===== config.mk =====
export PLATFORM = sky130hd
export DESIGN_NAME = burst_col_gen
export DESIGN_NICKNAME = d
export VERILOG_FILES = /design/src/rtl/burst_pkg.sv /design/src/rtl/burst_mode_reg.sv /design/src/rtl/burst_seq.sv /design/src/rtl/burst_rd_lat.sv /design/src/rtl/burst_col_gen.sv
export SDC_FILE = /design/constraint.sdc
export NUM_CORES = 1
export LEC_CHECK = 0
export BUFFER_PORTS_ARGS = -buffer_cell sky130_fd_sc_hd__clkbuf_2
export CORE_MARGIN = 1.5
export CORE_UTILIZATION = 35
export DETAILED_ROUTE_END_ITERATION = 10
export PLACE_DENSITY = 0.51
export REMOVE_ABC_BUFFERS = 1
export SLEW_MARGIN = 20
export SYNTH_ARGS = -nofsm -noshare
export SYNTH_HDL_FRONTEND = slang
export SYNTH_SLANG_ARGS = --single-unit

===== constraint.sdc =====
create_clock -name clk -period 5.38 [get_ports clk]
set_input_delay 0.538 -clock clk [delete_from_list [all_inputs] [get_ports clk]]
set_output_delay 0.538 -clock clk [all_outputs]
set_load 0.05 [all_outputs]

===== src/rtl/burst_pkg.sv =====
`timescale 1ns/1ps
package burst_pkg;
  typedef enum logic [2:0] {
    BL_1    = 3'b000,
    BL_2    = 3'b001,
    BL_4    = 3'b010,
    BL_8    = 3'b011,
    BL_PAGE = 3'b111
  } bl_code_e;

  localparam int CL_MIN = 2;
  localparam int CL_MAX = 3;

  localparam int F_BL_LO  = 0;
  localparam int F_BL_HI  = 2;
  localparam int F_ORDER  = 3;
  localparam int F_CL_LO  = 4;
  localparam int F_CL_HI  = 6;
  localparam int F_RSV_LO = 7;
  localparam int F_RSV_HI = 8;
  localparam int F_WR1    = 9;

  localparam logic [2:0] CL3_CODE = 3'b011;
endpackage


===== src/rtl/burst_mode_reg.sv =====
`timescale 1ns/1ps
module burst_mode_reg
  import burst_pkg::*;
#(
  parameter int MODE_W = 10
) (
  input  logic              clk,
  input  logic              rst_n,
  input  logic              load,
  input  logic [MODE_W-1:0] word,
  output logic              programmed,
  output logic [2:0]        bl_code,
  output logic              il,
  output logic              cl3,
  output logic              wr_single
);
  logic       prog_q, prog_d;
  logic [2:0] bl_q, bl_d;
  logic       il_q, il_d, cl3_q, cl3_d, ws_q, ws_d;
  logic       accept;

  assign accept = load && (word[F_RSV_HI:F_RSV_LO] == 2'b00);

  always_comb begin
    prog_d = prog_q;
    bl_d   = bl_q;
    il_d   = il_q;
    cl3_d  = cl3_q;
    ws_d   = ws_q;
    if (accept) begin
      prog_d = 1'b1;
      bl_d   = word[F_BL_HI:F_BL_LO];
      il_d   = word[F_ORDER];
      cl3_d  = (word[F_CL_HI:F_CL_LO] == CL3_CODE);
      ws_d   = word[F_WR1];
    end
  end

  always_ff @(posedge clk or negedge rst_n) begin
    if (!rst_n) begin
      prog_q <= 1'b0;
      bl_q   <= 3'b000;
      il_q   <= 1'b0;
      cl3_q  <= 1'b0;
      ws_q   <= 1'b0;
    end else begin
      prog_q <= prog_d;
      bl_q   <= bl_d;
      il_q   <= il_d;
      cl3_q  <= cl3_d;
      ws_q   <= ws_d;
    end
  end

  assign programmed = prog_q;
  assign bl_code    = bl_q;
  assign il         = il_q;
  assign cl3        = cl3_q;
  assign wr_single  = ws_q;
endmodule


===== src/rtl/burst_seq.sv =====
`timescale 1ns/1ps
module burst_seq
  import burst_pkg::*;
#(
  parameter int COL_W = 8
) (
  input  logic             clk,
  input  logic             rst_n,
  input  logic             programmed,
  input  logic [2:0]       bl_code,
  input  logic             il,
  input  logic             wr_single,
  input  logic             start,
  input  logic             start_wr,
  input  logic [COL_W-1:0] start_col,
  input  logic             stop,
  output logic [COL_W-1:0] col_addr,
  output logic             active,
  output logic             beat_rd,
  output logic             page_burst
);
  logic             act_q, act_d, wr_q, wr_d, il_q, il_d, page_q, page_d;
  logic [COL_W-1:0] k_q, k_d, base_q, base_d, m_q, m_d;
  logic [COL_W-1:0] m_new, offs;
  logic             one_beat, page_new, il_new, last, take;

  assign one_beat = start_wr && wr_single;
  assign page_new = (bl_code == BL_PAGE) && !one_beat;
  assign il_new   = il && !page_new;
  assign take     = start && programmed;

  always_comb begin
    case (bl_code)
      BL_2:    m_new = COL_W'(1);
      BL_4:    m_new = COL_W'(3);
      BL_8:    m_new = COL_W'(7);
      BL_PAGE: m_new = '1;
      default: m_new = '0;
    endcase
    if (one_beat) m_new = '0;
  end

  assign last = (k_q == m_q) && !page_q;

  always_comb begin
    act_d  = act_q;
    k_d    = k_q;
    base_d = base_q;
    m_d    = m_q;
    il_d   = il_q;
    wr_d   = wr_q;
    page_d = page_q;
    if (take) begin
      act_d  = 1'b1;
      k_d    = '0;
      base_d = start_col;
      m_d    = m_new;
      il_d   = il_new;
      wr_d   = start_wr;
      page_d = page_new;
    end else if (act_q) begin
      if ((stop && page_q) || last) act_d = 1'b0;
      k_d = k_q + COL_W'(1);
    end
  end

  always_ff @(posedge clk or negedge rst_n) begin
    if (!rst_n) begin
      act_q  <= 1'b0;
      k_q    <= '0;
      base_q <= '0;
      m_q    <= '0;
      il_q   <= 1'b0;
      wr_q   <= 1'b0;
      page_q <= 1'b0;
    end else begin
      act_q  <= act_d;
      k_q    <= k_d;
      base_q <= base_d;
      m_q    <= m_d;
      il_q   <= il_d;
      wr_q   <= wr_d;
      page_q <= page_d;
    end
  end

  assign offs       = il_q ? (base_q ^ k_q) : (base_q + k_q);
  assign col_addr   = act_q ? ((base_q & ~m_q) | (offs & m_q)) : '0;
  assign active     = act_q;
  assign beat_rd    = act_q && !wr_q;
  assign page_burst = act_q && page_q;
endmodule


===== src/rtl/burst_rd_lat.sv =====
`timescale 1ns/1ps
module burst_rd_lat #(
  parameter int DEPTH = 2,
  parameter int SEL_W = (DEPTH > 1) ? $clog2(DEPTH) : 1
) (
  input  logic             clk,
  input  logic             rst_n,
  input  logic             beat_rd,
  input  logic [SEL_W-1:0] tap,
  output logic             rd_valid
);
  logic [DEPTH-1:0] pipe_q, pipe_d;

  for (genvar g = 0; g < DEPTH; g++) begin : g_stage
    if (g == 0) begin : g_head
      assign pipe_d[g] = beat_rd;
    end else begin : g_tail
      assign pipe_d[g] = pipe_q[g-1];
    end
  end

  always_ff @(posedge clk or negedge rst_n) begin
    if (!rst_n) pipe_q <= '0;
    else        pipe_q <= pipe_d;
  end

  assign rd_valid = pipe_q[tap];
endmodule


===== src/rtl/burst_col_gen.sv =====
`timescale 1ns/1ps
module burst_col_gen
  import burst_pkg::*;
#(
  parameter int MODE_W = 10,
  parameter int COL_W  = 8
) (
  input  logic              clk,
  input  logic              rst_n,
  input  logic              mode_load,
  input  logic [MODE_W-1:0] mode_word,
  input  logic              start,
  input  logic              start_is_wr,
  input  logic [COL_W-1:0]  start_col,
  input  logic              stop,
  output logic [COL_W-1:0]  col_addr,
  output logic              burst_act,
  output logic              rd_valid
);
  localparam int LAT_DEPTH = CL_MAX - CL_MIN + 1;
  localparam int SEL_W     = (LAT_DEPTH > 1) ? $clog2(LAT_DEPTH) : 1;

  logic             programmed, il, cl3, wr_single, beat_rd, page_burst;
  logic [2:0]       bl_code;
  logic [SEL_W-1:0] tap;

  burst_mode_reg #(.MODE_W(MODE_W)) u_mode (
    .clk(clk), .rst_n(rst_n), .load(mode_load), .word(mode_word),
    .programmed(programmed), .bl_code(bl_code), .il(il), .cl3(cl3),
    .wr_single(wr_single)
  );

  burst_seq #(.COL_W(COL_W)) u_seq (
    .clk(clk), .rst_n(rst_n), .programmed(programmed), .bl_code(bl_code),
    .il(il), .wr_single(wr_single), .start(start), .start_wr(start_is_wr),
    .start_col(start_col), .stop(stop), .col_addr(col_addr),
    .active(burst_act), .beat_rd(beat_rd), .page_burst(page_burst)
  );

  assign tap = cl3 ? SEL_W'(CL_MAX - CL_MIN) : '0;

  burst_rd_lat #(.DEPTH(LAT_DEPTH), .SEL_W(SEL_W)) u_lat (
    .clk(clk), .rst_n(rst_n), .beat_rd(beat_rd), .tap(tap),
    .rd_valid(rd_valid)
  );
endmodule


==> out/results.txt <==
status = finished clean
Post-synth EDFFs = 0
Buffers on Ports = 33
Sw Share = 42.9%
multi-input logic area = 977 um2
HPWL Detailed = 2.94 mm
CTS tree = yes
switching pwr = 0.382 mW
number of antenna violations at the first check in global routing = 0
post-CTS sizing = 0
CP Class = reg2out
Core ar. = 5110 um2
vias in the first global route = 1455
min Tclk post-route = 2.89 ns
Die X = 75.7 um
Slew HR = 43.3%
simple-gate portion of the synthesized area = 21.6%
largest net degree at the start of global routing = 34
sequential cell area = 826 um2
post-synthesis cell type count = 41
commonest non-fill, non-tap cell in the layout = nand2_1
Layout Nets = 265
GPL Wtd Cong = 0.835
Num CTS Buffers = 5
DRT Pass-1 Iters = 4
Worst setup SP type = flip-flop
Cell Chain, Critical Path = ha_1 -> fa_1 -> nand3_1 -> a21oi_1 -> xnor2_1 -> a211oi_1 -> clkbuf_2
synthesized flop and latch total = 33
max cap viols = 0
layout cells sized above 1 = 20.7%
Clk Latency, worst-skew pair = 0.28 ns
clock buffer depth = 2
largest cells by area after synthesis = dfrtp_1 45%, nand2_1 8.7%, ha_1 5.4%
Worst Tran Pin Value = 0.851 ns
FFs w/ async S/R, synth = 100%
final wirelength = 4.12 mm
final hold viol count = 0
WL/cell = 13.7 um
clock share of power = 21.5%
most frequent cells in the layout = 43 x nand2_1, 33 x clkbuf_2, 33 x dfrtp_1
Synth Area in Adders = 6.50%
Crit. End Element = output pin
clock sink count = 33
CTS root buf = clkbuf_8
Max FO, Critical Path = 6
P_int = 0.508 mW
Setup TNS = 0 ns
DR DRC count = 0
PwrDens = 413 nW/um2
most area-hungry cell type in the Yosys netlist = dfrtp_1
first-pass GRT wire length = 6.97 mm
# hold bufs at CTS = 0
Leak = 1.01 nW
Hold Path Class = in2async
worst endpoint data arrival time = 2.35 ns
Fillers = 538
area grow syn2layout = 16.6%
fmax = 346 MHz
# diodes = 0
H-tree depth = 2
# setup viols final = 0
drt initial violations = 72
Logic pwr share = 38.6%
Via density = 4.91
post-CTS setup buffer count = 0
total gr overflow = 0
Final Cycle Share = 53.8%
worst vdd ir = 0.197 mV
row cnt = 26
Reg clk slew, reported paths = 0.07 ns
main flop type after synthesis = dfrtp_1
mux share of post-synthesis cell area = 5.28%
Antenna Nets Post-Route = 0
Synth Area in XOR/XNOR = 6.63%
Vias = 1483
die outline height = 75.7 um
# IOs = 34
Post-Syn Area per Cell = 9.34 um2
Seq/Total Area, Yosys = 44.7%
worst hold slack = 0.350 ns
mapped cell area = 1850 um2
WP data required = 4.84 ns
share of the synthesized area in the top cell type = 44.7%
Max Slew Vio Count = 0
RSZ-0062 raised after global routing = false
Compound-Gate Fraction of Synth Area = 12.9%
Post-Synthesis Cells = 198
largest family of logic cells by synthesized area = simple AND/OR/NAND/NOR gates
Clock Skew = 0.00736 ns
slowest stage delay, CP = 0.46 ns
Flop pwr share = 39.9%
initial core utilization = 36.2%
CP max stage cell = dfrtp_1
die area = 5730 um2
overall global routing resource usage = 16.6%
Synthesis Warnings = 0
==> cell families (layout without fill, tap and decap cells) <==
logic type      Yosys count  after routing
buf+inv                  10             44
simple gates             87             87
fa+ha+maj                 9              9
xor+xnor                 14             14
compound gates           36             36
flops                    33             33
mux                       9              9
==> critical path, delay by kind of cell (launching register included) <==
| kind | cells | cell delay [ns] |
|---|---|---|
| AO/OA/AOI/OAI | 2 | 0.37 |
| AND/OR/NAND/NOR | 1 | 0.12 |
| buffers and inverters | 1 | 0.33 |
| adder cells (fa/ha/maj) | 2 | 0.64 |
| flip-flops | 1 | 0.46 |
| XOR/XNOR | 1 | 0.15 |
==> sequential cells by signal, indices dropped and copies added (netlist names), 2 cells and up <==
register        cells
u_seq.m_q           4
u_seq.base_q        8
u_mode.bl_code      3
u_lat.pipe_q        2
u_seq.k_q           8
==> final cells by class <==
type,instances,area share (%)
Multi-Input combinational cell,155,45.3
Sequential cell,33,38.3
Tap cell,70,4.06
Inverter,4,0.696
Clock buffer,7,4.00
Timing Repair Buffer,33,7.66
==> cell usage after synthesis (2+ instances only) <==
| cell | count |
|---|---|
| nand2_1 | 43 |
| dfrtp_1 | 33 |
| nor2_1 | 17 |
| a21oi_1 | 12 |
| xnor2_1 | 10 |
| ha_1 | 8 |
| mux2_2 | 6 |
| o21ai_0 | 6 |
| nand3_1 | 5 |
| a211oi_1 | 4 |
| inv_1 | 4 |
| nor3_1 | 4 |
| xor2_1 | 4 |
| clkbuf_1 | 3 |
| mux2i_1 | 3 |
| nand3b_1 | 3 |
| nand4_1 | 3 |
| or3_1 | 3 |
| a21boi_0 | 2 |
| a32o_1 | 2 |
| nand4b_1 | 2 |
| o21a_1 | 2 |
==> per-layer routing <==
layer	vias to the layer above	global-route usage (%)	share of wire (%)
met5	-	0	0
met4	0	7.94	2.4
met3	10	2.91	2.8
met2	25	26.6	45
met1	687	21.9	50
li1	761	-	-
==> power by group through the flow <==
stage / combinational (mW) / sequential [mW] / clock, mW
2_1_floorplan: 0.257 / 0.353 / 0
3_5_place_dp: 0.345 / 0.361 / 0
3_3_place_gp: 0.347 / 0.360 / 0
5_1_grt: 0.376 / 0.364 / 0.205
6_report: 0.343 / 0.356 / 0.191
4_1_cts: 0.347 / 0.355 / 0.198
==> worst paths after layout <==
check / startpoint / endpoint / slack, ns / cells after the start
max in group asynchronous: rst_n / u_seq.base_q[0] / 4.49 / 1
min in group clk: u_lat.pipe_q[0] / u_lat.pipe_q[1] / 0.38 / 0
max reg2reg: u_mode.programmed / u_seq.il_q / 3.69 / 4
min reg2reg: u_lat.pipe_q[0] / u_lat.pipe_q[1] / 0.38 / 0
max: u_seq.k_q[0] / col_addr[4] / 2.49 / 7
min: rst_n / u_seq.k_q[7] / 0.35 / 1
==> metrics by stage <==
step	util (%)	power [mW]	setup WS (ns)	instance area [um2]	instances
finish	42.2	0.890	2.49	2160	302
global route	42.2	0.945	2.34	2160	302
CTS	42.2	0.900	2.48	2160	302
detailed placement	40.5	0.706	2.80	2070	295
global placement	40.5	0.708	2.78	2070	295
floorplan	-	0.611	2.21	1820	192
Power figures use the tool's default switching activity.
